**config.mk**
```make
export PLATFORM = sky130hd
export DESIGN_NAME = dac_mask_loader
export DESIGN_NICKNAME = d
export VERILOG_FILES = /design/src/rtl/dml_pkg.sv /design/src/rtl/dml_sequencer.sv /design/src/rtl/dml_mask_reg.sv /design/src/rtl/dml_word_asm.sv /design/src/rtl/dml_chan_bank.sv /design/src/rtl/dac_mask_loader.sv
export SDC_FILE = /design/constraint.sdc
export NUM_CORES = 1
export LEC_CHECK = 0
export BUFFER_PORTS_ARGS = -buffer_cell sky130_fd_sc_hd__buf_4
export CORE_AREA = 2 2 199 201
export CTS_BUF_LIST = sky130_fd_sc_hd__clkbuf_8 sky130_fd_sc_hd__clkbuf_16
export DETAILED_ROUTE_END_ITERATION = 8
export DIE_AREA = 0 0 201 203
export PLACE_DENSITY = 0.92
export SYNTH_ARGS = -nofsm -noshare
export SYNTH_HDL_FRONTEND = slang
export SYNTH_HIERARCHICAL = 1
export SYNTH_SLANG_ARGS = --single-unit
```
**constraint.sdc**
```tcl
create_clock -name clk -period 6.75 [get_ports clk]
set_clock_uncertainty 0.05 [all_clocks]
set_input_delay 0.3375 -clock clk [delete_from_list [all_inputs] [get_ports clk]]
set_output_delay 0.3375 -clock clk [all_outputs]
set_load 0.005 [all_outputs]
```
**src/rtl/dml_pkg.sv**
```systemverilog
package dml_pkg;
    localparam logic [7:0] CMD_BYTE = 8'h50;
    localparam int         SP_W     = 14;

    typedef logic [SP_W-1:0] setpt_t;

    typedef enum logic [1:0] {
        ST_IDLE = 2'd0,
        ST_MASK = 2'd1,
        ST_HI   = 2'd2,
        ST_LO   = 2'd3
    } pstate_t;

    function automatic int mask_len(input int nch);
        return nch / 8;
    endfunction

    function automatic setpt_t join_setpt(input logic [5:0] hi, input logic [7:0] lo);
        return {hi, lo};
    endfunction
endpackage

```
**src/rtl/dml_sequencer.sv**
```systemverilog
module dml_sequencer
    import dml_pkg::*;
#(
    parameter int NUM_CH = 32,
    localparam int IDX_W = $clog2(NUM_CH),
    localparam int MBYTES = mask_len(NUM_CH),
    localparam int MB_W = $clog2(MBYTES + 1)
) (
    input  logic             clk,
    input  logic             rst,
    input  logic             in_valid,
    input  logic [7:0]       in_byte,
    output logic             mask_shift,
    output logic             hi_load,
    output logic             lo_take,
    output logic             last_ch,
    output logic [IDX_W-1:0] ch_idx
);
    localparam logic [IDX_W-1:0] LAST_IDX = IDX_W'(NUM_CH - 1);
    localparam logic [MB_W-1:0]  LAST_MB  = MB_W'(MBYTES - 1);

    pstate_t          state;
    logic [MB_W-1:0]  mb_cnt;

    always_ff @(posedge clk) begin
        if (rst) begin
            state  <= ST_IDLE;
            mb_cnt <= '0;
            ch_idx <= '0;
        end else if (in_valid) begin
            case (state)
                ST_IDLE: begin
                    if (in_byte == CMD_BYTE) begin
                        state  <= ST_MASK;
                        mb_cnt <= '0;
                    end
                end
                ST_MASK: begin
                    if (mb_cnt == LAST_MB) begin
                        state  <= ST_HI;
                        ch_idx <= '0;
                    end else begin
                        mb_cnt <= mb_cnt + 1'b1;
                    end
                end
                ST_HI: state <= ST_LO;
                ST_LO: begin
                    if (ch_idx == LAST_IDX) begin
                        state <= ST_IDLE;
                    end else begin
                        state  <= ST_HI;
                        ch_idx <= ch_idx + 1'b1;
                    end
                end
                default: state <= ST_IDLE;
            endcase
        end
    end

    always_comb begin
        mask_shift = in_valid && (state == ST_MASK);
        hi_load    = in_valid && (state == ST_HI);
        lo_take    = in_valid && (state == ST_LO);
        last_ch    = (ch_idx == LAST_IDX);
    end

    // a non-command byte while idle keeps the parser idle
    p_idle_drop_r1: assert property (@(posedge clk) disable iff (rst)
        (state == ST_IDLE && in_valid && in_byte != CMD_BYTE) |=> (state == ST_IDLE));

    // without a valid byte the parse position does not move
    p_stall_hold_r10: assert property (@(posedge clk) disable iff (rst)
        !in_valid |=> ($stable(state) && $stable(ch_idx) && $stable(mb_cnt)));

    // channels advance by one per low byte
    p_ch_step_r4: assert property (@(posedge clk) disable iff (rst)
        (lo_take && !last_ch) |=> (ch_idx == $past(ch_idx) + 1'b1 && state == ST_HI));

    // the last low byte returns the parser to idle
    p_end_idle_r7: assert property (@(posedge clk) disable iff (rst)
        (lo_take && last_ch) |=> (state == ST_IDLE));
endmodule

```
**src/rtl/dml_mask_reg.sv**
```systemverilog
module dml_mask_reg #(
    parameter int NUM_CH = 32
) (
    input  logic              clk,
    input  logic              rst,
    input  logic              shift_en,
    input  logic [7:0]        in_byte,
    output logic [NUM_CH-1:0] mask_q
);
    always_ff @(posedge clk) begin
        if (rst) begin
            mask_q <= '0;
        end else if (shift_en) begin
            mask_q <= {mask_q[NUM_CH-9:0], in_byte};
        end
    end

    // reset clears the captured mask
    p_mask_clear_r9: assert property (@(posedge clk)
        rst |=> (mask_q == '0));

    // the newest byte lands in the low bits (channels 7..0)
    p_mask_order_r3: assert property (@(posedge clk) disable iff (rst)
        shift_en |=> (mask_q[7:0] == $past(in_byte)));
endmodule

```
**src/rtl/dml_word_asm.sv**
```systemverilog
module dml_word_asm
    import dml_pkg::*;
#(
    parameter int NUM_CH = 32,
    localparam int IDX_W = $clog2(NUM_CH)
) (
    input  logic             clk,
    input  logic             rst,
    input  logic             hi_load,
    input  logic             lo_take,
    input  logic             last_ch,
    input  logic             ch_sel,
    input  logic [IDX_W-1:0] ch_idx,
    input  logic [5:0]       hi_bits,
    input  logic [7:0]       lo_bits,
    output logic             wr_stb,
    output logic [IDX_W-1:0] wr_idx,
    output setpt_t           wr_val,
    output logic             done_stb
);
    logic [5:0] hi_q;

    always_ff @(posedge clk) begin
        if (rst) begin
            hi_q     <= '0;
            wr_stb   <= 1'b0;
            wr_idx   <= '0;
            wr_val   <= '0;
            done_stb <= 1'b0;
        end else begin
            wr_stb   <= lo_take && ch_sel;
            done_stb <= lo_take && last_ch;
            if (hi_load) begin
                hi_q <= hi_bits;
            end
            if (lo_take) begin
                wr_idx <= ch_idx;
                wr_val <= join_setpt(hi_q, lo_bits);
            end
        end
    end

    // the done pulse lasts one cycle
    p_done_single_r7: assert property (@(posedge clk) disable iff (rst)
        done_stb |=> !done_stb);

    // a strobe needs a low byte on the previous edge
    p_stb_cause_r6: assert property (@(posedge clk) disable iff (rst)
        $rose(wr_stb) |-> $past(lo_take));
endmodule

```
**src/rtl/dml_chan_bank.sv**
```systemverilog
module dml_chan_bank
    import dml_pkg::*;
#(
    parameter int NUM_CH = 32,
    localparam int IDX_W = $clog2(NUM_CH)
) (
    input  logic                   clk,
    input  logic                   rst,
    input  logic                   wr_stb,
    input  logic [IDX_W-1:0]       wr_idx,
    input  setpt_t                 wr_val,
    output logic [NUM_CH*SP_W-1:0] vals_flat
);
    setpt_t vals [NUM_CH];

    for (genvar c = 0; c < NUM_CH; c++) begin : g_ch
        always_ff @(posedge clk) begin
            if (rst) begin
                vals[c] <= '0;
            end else if (wr_stb && wr_idx == IDX_W'(c)) begin
                vals[c] <= wr_val;
            end
        end
        assign vals_flat[c*SP_W +: SP_W] = vals[c];
    end

    // a strobed value lands in its channel
    p_write_lands_r8: assert property (@(posedge clk) disable iff (rst)
        wr_stb |=> (vals[$past(wr_idx)] == $past(wr_val)));

    // with no strobe the bank holds
    p_bank_hold_r8: assert property (@(posedge clk) disable iff (rst)
        !wr_stb |=> $stable(vals_flat));

    // reset zeroes every setpoint
    p_bank_clear_r9: assert property (@(posedge clk)
        rst |=> (vals_flat == '0));
endmodule

```
**src/rtl/dac_mask_loader.sv**
```systemverilog
module dac_mask_loader
    import dml_pkg::*;
#(
    parameter int NUM_CH = 32,
    localparam int IDX_W = $clog2(NUM_CH)
) (
    input  logic                   clk,
    input  logic                   rst,
    input  logic                   in_valid,
    input  logic [7:0]             in_byte,
    output logic                   wr_stb,
    output logic [IDX_W-1:0]       wr_idx,
    output logic [SP_W-1:0]        wr_val,
    output logic                   done_stb,
    output logic [NUM_CH-1:0]      done_mask,
    output logic [NUM_CH*SP_W-1:0] ch_vals
);
    logic             mask_shift;
    logic             hi_load;
    logic             lo_take;
    logic             last_ch;
    logic [IDX_W-1:0] ch_idx;
    logic [NUM_CH-1:0] mask_q;

    dml_sequencer #(.NUM_CH(NUM_CH)) u_seq (
        .clk       (clk),
        .rst       (rst),
        .in_valid  (in_valid),
        .in_byte   (in_byte),
        .mask_shift(mask_shift),
        .hi_load   (hi_load),
        .lo_take   (lo_take),
        .last_ch   (last_ch),
        .ch_idx    (ch_idx)
    );

    dml_mask_reg #(.NUM_CH(NUM_CH)) u_mask (
        .clk     (clk),
        .rst     (rst),
        .shift_en(mask_shift),
        .in_byte (in_byte),
        .mask_q  (mask_q)
    );

    dml_word_asm #(.NUM_CH(NUM_CH)) u_word (
        .clk     (clk),
        .rst     (rst),
        .hi_load (hi_load),
        .lo_take (lo_take),
        .last_ch (last_ch),
        .ch_sel  (mask_q[ch_idx]),
        .ch_idx  (ch_idx),
        .hi_bits (in_byte[5:0]),
        .lo_bits (in_byte),
        .wr_stb  (wr_stb),
        .wr_idx  (wr_idx),
        .wr_val  (wr_val),
        .done_stb(done_stb)
    );

    dml_chan_bank #(.NUM_CH(NUM_CH)) u_bank (
        .clk      (clk),
        .rst      (rst),
        .wr_stb   (wr_stb),
        .wr_idx   (wr_idx),
        .wr_val   (wr_val),
        .vals_flat(ch_vals)
    );

    assign done_mask = mask_q;

    // a strobe only ever names a selected channel
    p_stb_masked_r6: assert property (@(posedge clk) disable iff (rst)
        wr_stb |-> done_mask[wr_idx]);

    // strobe and done never outlive one cycle for the same channel
    p_stb_pulse_r6: assert property (@(posedge clk) disable iff (rst)
        wr_stb |=> !wr_stb);
endmodule

```
==> results of run 1 <==
## kinds of logic after synthesis
group / count (synthesis)
AO/OA/AOI/OAI: 54
XOR/XNOR: 2
adder cells (fa/ha/maj): 4
buffers and inverters: 186
flip-flops: 517
multiplexers: 73
AND/OR/NAND/NOR: 682
## state kept, by name, indices dropped and copies added, names as in the netlist
signal           cells
u_bank/vals        448
u_mask/mask_q       32
u_seq/ch_idx         5
u_seq/mb_cnt         3
u_seq/state          2
u_word/done_stb      1
u_word/hi_q          6
u_word/wr_idx        5
u_word/wr_stb        1
u_word/wr_val       14
## stage by stage
stage	util	total power, mW	hold WS [ns]	area, um2	instances
finish	0.6874	6.631	0.3120	26440	2512
global route	0.6874	6.768	0.3168	26440	2512
CTS	0.6873	6.644	0.2748	26440	2512
detailed placement	0.6446	4.032	0.4376	24800	2409
global placement	0.6446	4.021	0.4159	24800	2409
floorplan	-	3.760	0.3599	20940	1518
## final timing paths
kind / startpoint / endpoint / slack [ns] / cells after the start
max: u_word/wr_idx[0]$_SDFFE_PP0P_ / u_bank/vals[0][168]$_SDFFCE_PN0P_ / 3.61 / 4
min: rst / u_bank/vals[1][97]$_SDFFCE_PN0P_ / 0.31 / 2
max reg2reg: u_word/wr_idx[0]$_SDFFE_PP0P_ / u_bank/vals[0][168]$_SDFFCE_PN0P_ / 3.61 / 4
min reg2reg: u_seq/mb_cnt[1]$_SDFFE_PP0P_ / u_seq/mb_cnt[1]$_SDFFE_PP0P_ / 0.46 / 2
## power groups by stage
stage               clock network [mW]  logic (mW)  registers [mW]
floorplan                            0      0.0619            3.70
global placement                     0       0.315            3.71
detailed placement                   0       0.325            3.71
CTS                               2.67       0.330            3.64
global route                      2.77       0.344            3.65
finish                            2.66       0.330            3.64
## area by class of cell
type | instances | area (um2) | share of cell area
multi-input combinational | 815 | 5167 | 0.1954
clock inverter | 43 | 286.5 | 0.01084
timing repair buffer | 550 | 4168 | 0.1576
sequential | 517 | 14840 | 0.5612
tap | 518 | 648.1 | 0.02451
clock buffer | 51 | 1265 | 0.04784
inverter | 18 | 67.56 | 0.002555
## layer usage
metal / vias to the layer above / wire length, um / global-route usage / part of all wire
li1: 6575 / - / - / -
met1: 7657 / 24000 / 0.4013 / 0.35
met2: 1297 / 35050 / 0.5685 / 0.50
met3: 191 / 7678 / 0.07223 / 0.11
met4: 0 / 2732 / 0.1373 / 0.039
met5: - / 0 / 0 / 0
## cells in the final DEF (no fill, tap or decap), drive strengths merged, types with 5 or more instances in the layout
cell type,count
mux2i,73
nand2b,11
dfxtp,69
a21oi,7
clkinv,20
clkinvlp,6
o21bai,17
dlygate4sd3,9
nand3,32
buf,541
clkbuf,51
a21o,12
nor3,434
edfxtp,448
inv,33
nor2,65
nor4,16
or3b,30
nand2,10
nand4b,5
nand3b,58
==> impl_metrics.json, run 1 <==
{
  "status": "completed",
  "wl_um": 69470,
  "insertion_delay_ns": 0.60,
  "slowest_stage": "o21bai_1",
  "p_leak_nw": 9.110,
  "die_area_um2": 40800,
  "crit_family": "compound AO/OA/AOI/OAI gates",
  "vias_per_cell": 6.258,
  "synthSimpleGateAreaFrac": 0.1865,
  "synth_top_area_share": 0.6424,
  "crit_path_end_kind": "flip-flop",
  "synth_most_common_cell": "edfxtp_1",
  "yosys.area_share.xor_xnor": 0.0008365,
  "io_buffers": 511,
  "finalHoldViolCount": 0,
  "ctsHoldBuffers": 9,
  "synth_area_leader_cell": "edfxtp_1",
  "cts_setup_buffers": 0,
  "synth_compound_area_frac": 0.02038,
  "synthArstFlopShare": 0,
  "final.period_utilization": 0.4655,
  "combPwrFrac": 0.050,
  "dp_hpwl_um": 45540,
  "io_pins": 512,
  "die_w_um": 201,
  "drc": 0,
  "clk_pin_slew_worst_paths_ns": 0.07,
  "period_minus_slack_ns": 3.142,
  "critPathMostFrequentCell": "buf_4",
  "area_delta_synth_final_pct": 26.27,
  "nFillCells": 2429,
  "cts_root_buffer": "clkbuf_16",
  "cp_cell_sequence": "buf_4 > or2_2 > buf_4 > o21bai_1",
  "grt_pass1_wl_um": 99440,
  "cts_max_level": 2,
  "dr_total_vias": 15720,
  "min_path_type": "in2reg",
  "globalRouteTotalUtil": 0.3288,
  "dp_slack_ns": 3.507,
  "switching_share": 0.2172,
  "synth.net_count": 1533,
  "synth_top_family_by_area": "simple AND/OR/NAND/NOR gates",
  "ys_seq_elements": 517,
  "rsz0062_at_grt": "no",
  "die_y_um": 203,
  "worstSetupPathType": "reg2reg",
  "cts_buffers": 50,
  "overflow": 0,
  "synth_area_um2": 20940,
  "postSynthAreaPerCell_um2": 13.79,
  "ant_nets": 0,
  "rows": 72,
  "clock-sinks": 517,
  "start_kind": "flip-flop",
  "slew_viol_final": 0,
  "power.internal_mw": 5.190,
  "switchingPower_mw": 1.440,
  "p_per_area_nw_per_um2": 250.8,
  "wire_per_inst_um": 27.65,
  "vdd_drop_max_uv": 200.3,
  "grt_start_max_net_pins": 211,
  "timing.fmax_ghz": 0.3183,
  "synth_edf_count": 448,
  "fin_ws_ns": 3.608,
  "final_layout_size_suffix_gt1_frac": 0.3571,
  "max_stage_delay_ns": 1.07,
  "cts_tree": "built",
  "synthMuxAreaShare": 0.03489,
  "yosys-top-cells-area": "edfxtp_1, nor3_1, dfxtp_1, mux2i_1, nand3b_1",
  "setup_violations": 0,
  "p_seq_frac": 0.549,
  "maxCapViolations": 0,
  "cp.buffers_inverters": 2,
  "grt_pass1_vias": 15260,
  "ys.flop_type": "edfxtp_1",
  "synthAdderAreaFrac": 0.002390,
  "cts_buffer_depth": 3,
  "postCtsResizedCells": 0,
  "nets": 1967,
  "drt-pass1-iter-count": 6,
  "crit_arrival_ns": 3.29,
  "setup_tns_ns": 0,
  "drtIter0Drc": 2229,
  "place_congestion": 0.9679,
  "core_um2": 38470,
  "worstPathRequired_ns": 6.90,
  "syn_inst": 1518,
  "max_slew_margin": 0.1036,
  "synth_warnings": 6,
  "seq_area_frac_synth": 0.7084,
  "synth_commonest_cells": "edfxtp_1, nor3_1, clkbuf_1, mux2i_1, dfxtp_1",
  "num_antenna_cells": 0,
  "tightest_slew_ns": 1.342,
  "ys_types": 54,
  "p_clk_frac": 0.401,
  "cp_max_fo": 68,
  "start_util": 0.5444,
  "antenna_found_initial": 2
}
No activity file was read; power rests on OpenSTA's default activity.
==> run 2: changes to the inputs <==
Settings changed: CORE_AREA 2 2 199 201 to unset, CORE_MARGIN set to 2, CORE_UTILIZATION set to 54, DIE_AREA 0 0 201 203 to unset.
Clock period 6.75 ns to 3.1 ns, I/O delays scaled along.
==> run 2 against run 1 <==
  * Via count shrank 0.94%
  * Critical path depth fell by 1
  * Register-to-register slack worse by 3.0 ns
  * Clock power increased by 130%
  * Worst hold slack worse by 0.20 ns
  * Combinational power is 120% higher
  * Setup slack worse by 3.0 ns
  * Utilization increased by 0.66 points
  * Global-route usage rose by 0.39 points
  * Largest cell class unchanged
==> impl_metrics.json, run 2 (synthesized netlist as in run 1, its figures left out) <==
{
  "insertion_delay_ns": 0.60,
  "crit_arrival_ns": 2.73,
  "reg.largest.list": "u_bank/vals: 448 flops, u_mask/mask_q: 32 flops, u_word/wr_val: 14 flops",
  "power.internal_mw": 11.58,
  "drtIter0Drc": 1977,
  "cp_cell_sequence": "or2_2 > o21bai_1 > buf_4",
  "nFillCells": 2472,
  "globalRouteTotalUtil": 0.3327,
  "overflow": 0,
  "place_area_um2": 24990,
  "clk_pin_slew_worst_paths_ns": 0.06,
  "switchingPower_mw": 3.116,
  "crit_family": "compound AO/OA/AOI/OAI gates",
  "final_common_cell": "buf_4",
  "setup_violations": 0,
  "status": "completed",
  "period_minus_slack_ns": 2.479,
  "timing.fmax_ghz": 0.4034,
  "max_stage_delay_ns": 0.76,
  "max_slew_margin": 0.2048,
  "tightest_slew_ns": 1.193,
  "start_util": 0.5444,
  "cp_max_fo": 28,
  "place_congestion": 0.9257,
  "wire_per_inst_um": 27.41,
  "maxCapViolations": 0,
  "switching_share": 0.2121,
  "nets": 1990,
  "largest-register": "u_bank/vals",
  "crit_path_end_kind": "flip-flop",
  "start_kind": "flip-flop",
  "cts_buffer_depth": 3,
  "slew_viol_final": 0,
  "die_area_um2": 40370,
  "cts_max_level": 2,
  "cts_tree": "built",
  "cts_buffers": 50,
  "p_seq_frac": 0.539,
  "largest_register_ffs": 448,
  "finalHoldViolCount": 0,
  "wl_um": 69430,
  "vdd_drop_max_uv": 425.5,
  "combPwrFrac": 0.049,
  "grt_start_max_net_pins": 145,
  "drt-pass1-iter-count": 6,
  "dr_total_vias": 15570,
  "final_layout_size_suffix_gt1_frac": 0.3663,
  "p_leak_nw": 9.264,
  "cts_setup_buffers": 0,
  "startpoint": "u_word/wr_idx[0]$_SDFFE_PP0P_",
  "rows": 72,
  "clock-sinks": 517,
  "worstPathRequired_ns": 3.35,
  "drc": 0,
  "stdcell_area_um2": 26700,
  "grt_pass1_vias": 14740,
  "hp-start": "rst",
  "io_buffers": 511,
  "p_per_area_nw_per_um2": 550.3,
  "area_delta_synth_final_pct": 27.49,
  "grt_pass1_wl_um": 98680,
  "antenna_found_initial": 1,
  "final_cell_mix": "buf_4, edfxtp_1, nor3_1",
  "min_path_type": "in2reg",
  "dp_hpwl_um": 46720,
  "io_pins": 512,
  "cts_root_buffer": "clkbuf_16",
  "slowest_stage": "o21bai_1",
  "rsz0062_at_grt": "no",
  "setup_tns_ns": 0,
  "ant_nets": 0,
  "p_clk_frac": 0.411,
  "vias_per_cell": 6.148,
  "cp.buffers_inverters": 1,
  "core_um2": 38470,
  "final.period_utilization": 0.7996,
  "die_w_um": 200.9,
  "worstSetupPathType": "reg2reg",
  "power_mw": 14.69,
  "die_y_um": 200.9,
  "num_antenna_cells": 0,
  "postCtsResizedCells": 0,
  "r2r_start": "u_word/wr_idx[0]$_SDFFE_PP0P_"
}
[run 2: cell types whose count changed in the layout (fill, tap and decap cells not counted), sizes merged]
cell | before | now
buf | 541 | 564
clkinvlp | 6 | 3
inv | 33 | 25
bufinv | 2 | 4
clkinv | 20 | 25
clkbuf | 51 | 53
[run 2: repair_timing]
action / in CTS / in global routing
endpoints found under the hold margin: 25 / 0
endpoints found under the setup margin: 0 / 0
hold buffers: 9 / 0
[run 2: path summary, 6_finish.rpt]
check	slack, ns	cells after the start	endpoint
worst min register to register	0.44	2	u_seq/mb_cnt[2]$_SDFFE_PP0P_
worst max-delay path	0.62	3	u_bank/vals[0][175]$_SDFFCE_PN0P_
worst max register to register	0.62	3	u_bank/vals[0][175]$_SDFFCE_PN0P_
worst min-delay path	0.11	3	u_word/wr_val[6]$_SDFFE_PP0P_
[run 2: area by class of cell]
type                       count  area (um2)  area share
sequential                   517       14840      0.5559
multi-input combinational    815        5171      0.1937
timing repair buffer         573        4353      0.1631
clock buffer                  53        1326     0.04968
tap                          518       648.1     0.02428
clock inverter                39       290.3     0.01087
inverter                      18       67.56    0.002531
[run 2: worst reg2reg max path, stage by stage, from the launching register on]
cell and delay [ns]:
dfxtp_2 0.48, or2_2 0.58, o21bai_1 0.76, buf_4 0.32
[run 2: routing by layer]
metal  up-vias  global-route usage  wire length, um
met1      7561              0.4257            24950
met2      1233              0.5568            34030
met3       165             0.08604             7981
met4         0              0.1085             2465
met5         -                   0                0
li1       6613                   -                -
[run 2: power groups by stage]
stage	logic (mW)	registers [mW]	clock network (mW)
CTS	0.727	7.93	6.07
global route	0.759	7.94	6.33
floorplan	0.135	8.05	0
detailed placement	0.715	8.07	0
global placement	0.696	8.07	0
finish	0.727	7.93	6.04
[run 2: stage by stage]
| stage | hold WS [ns] | util | worst slack (ns) | std cells |
|---|---|---|---|---|
| after floorplan | 0.1774 | - | 0.8180 | 1518 |
| final | 0.1099 | 0.6940 | 0.6212 | 2533 |
| after CTS | 0.1033 | 0.6939 | 0.6200 | 2533 |
| after global placement | 0.3737 | 0.6495 | 0.7512 | 2432 |
| after global routing | 0.1338 | 0.6940 | 0.5469 | 2533 |
| after detailed placement | 0.3906 | 0.6495 | 0.6137 | 2432 |
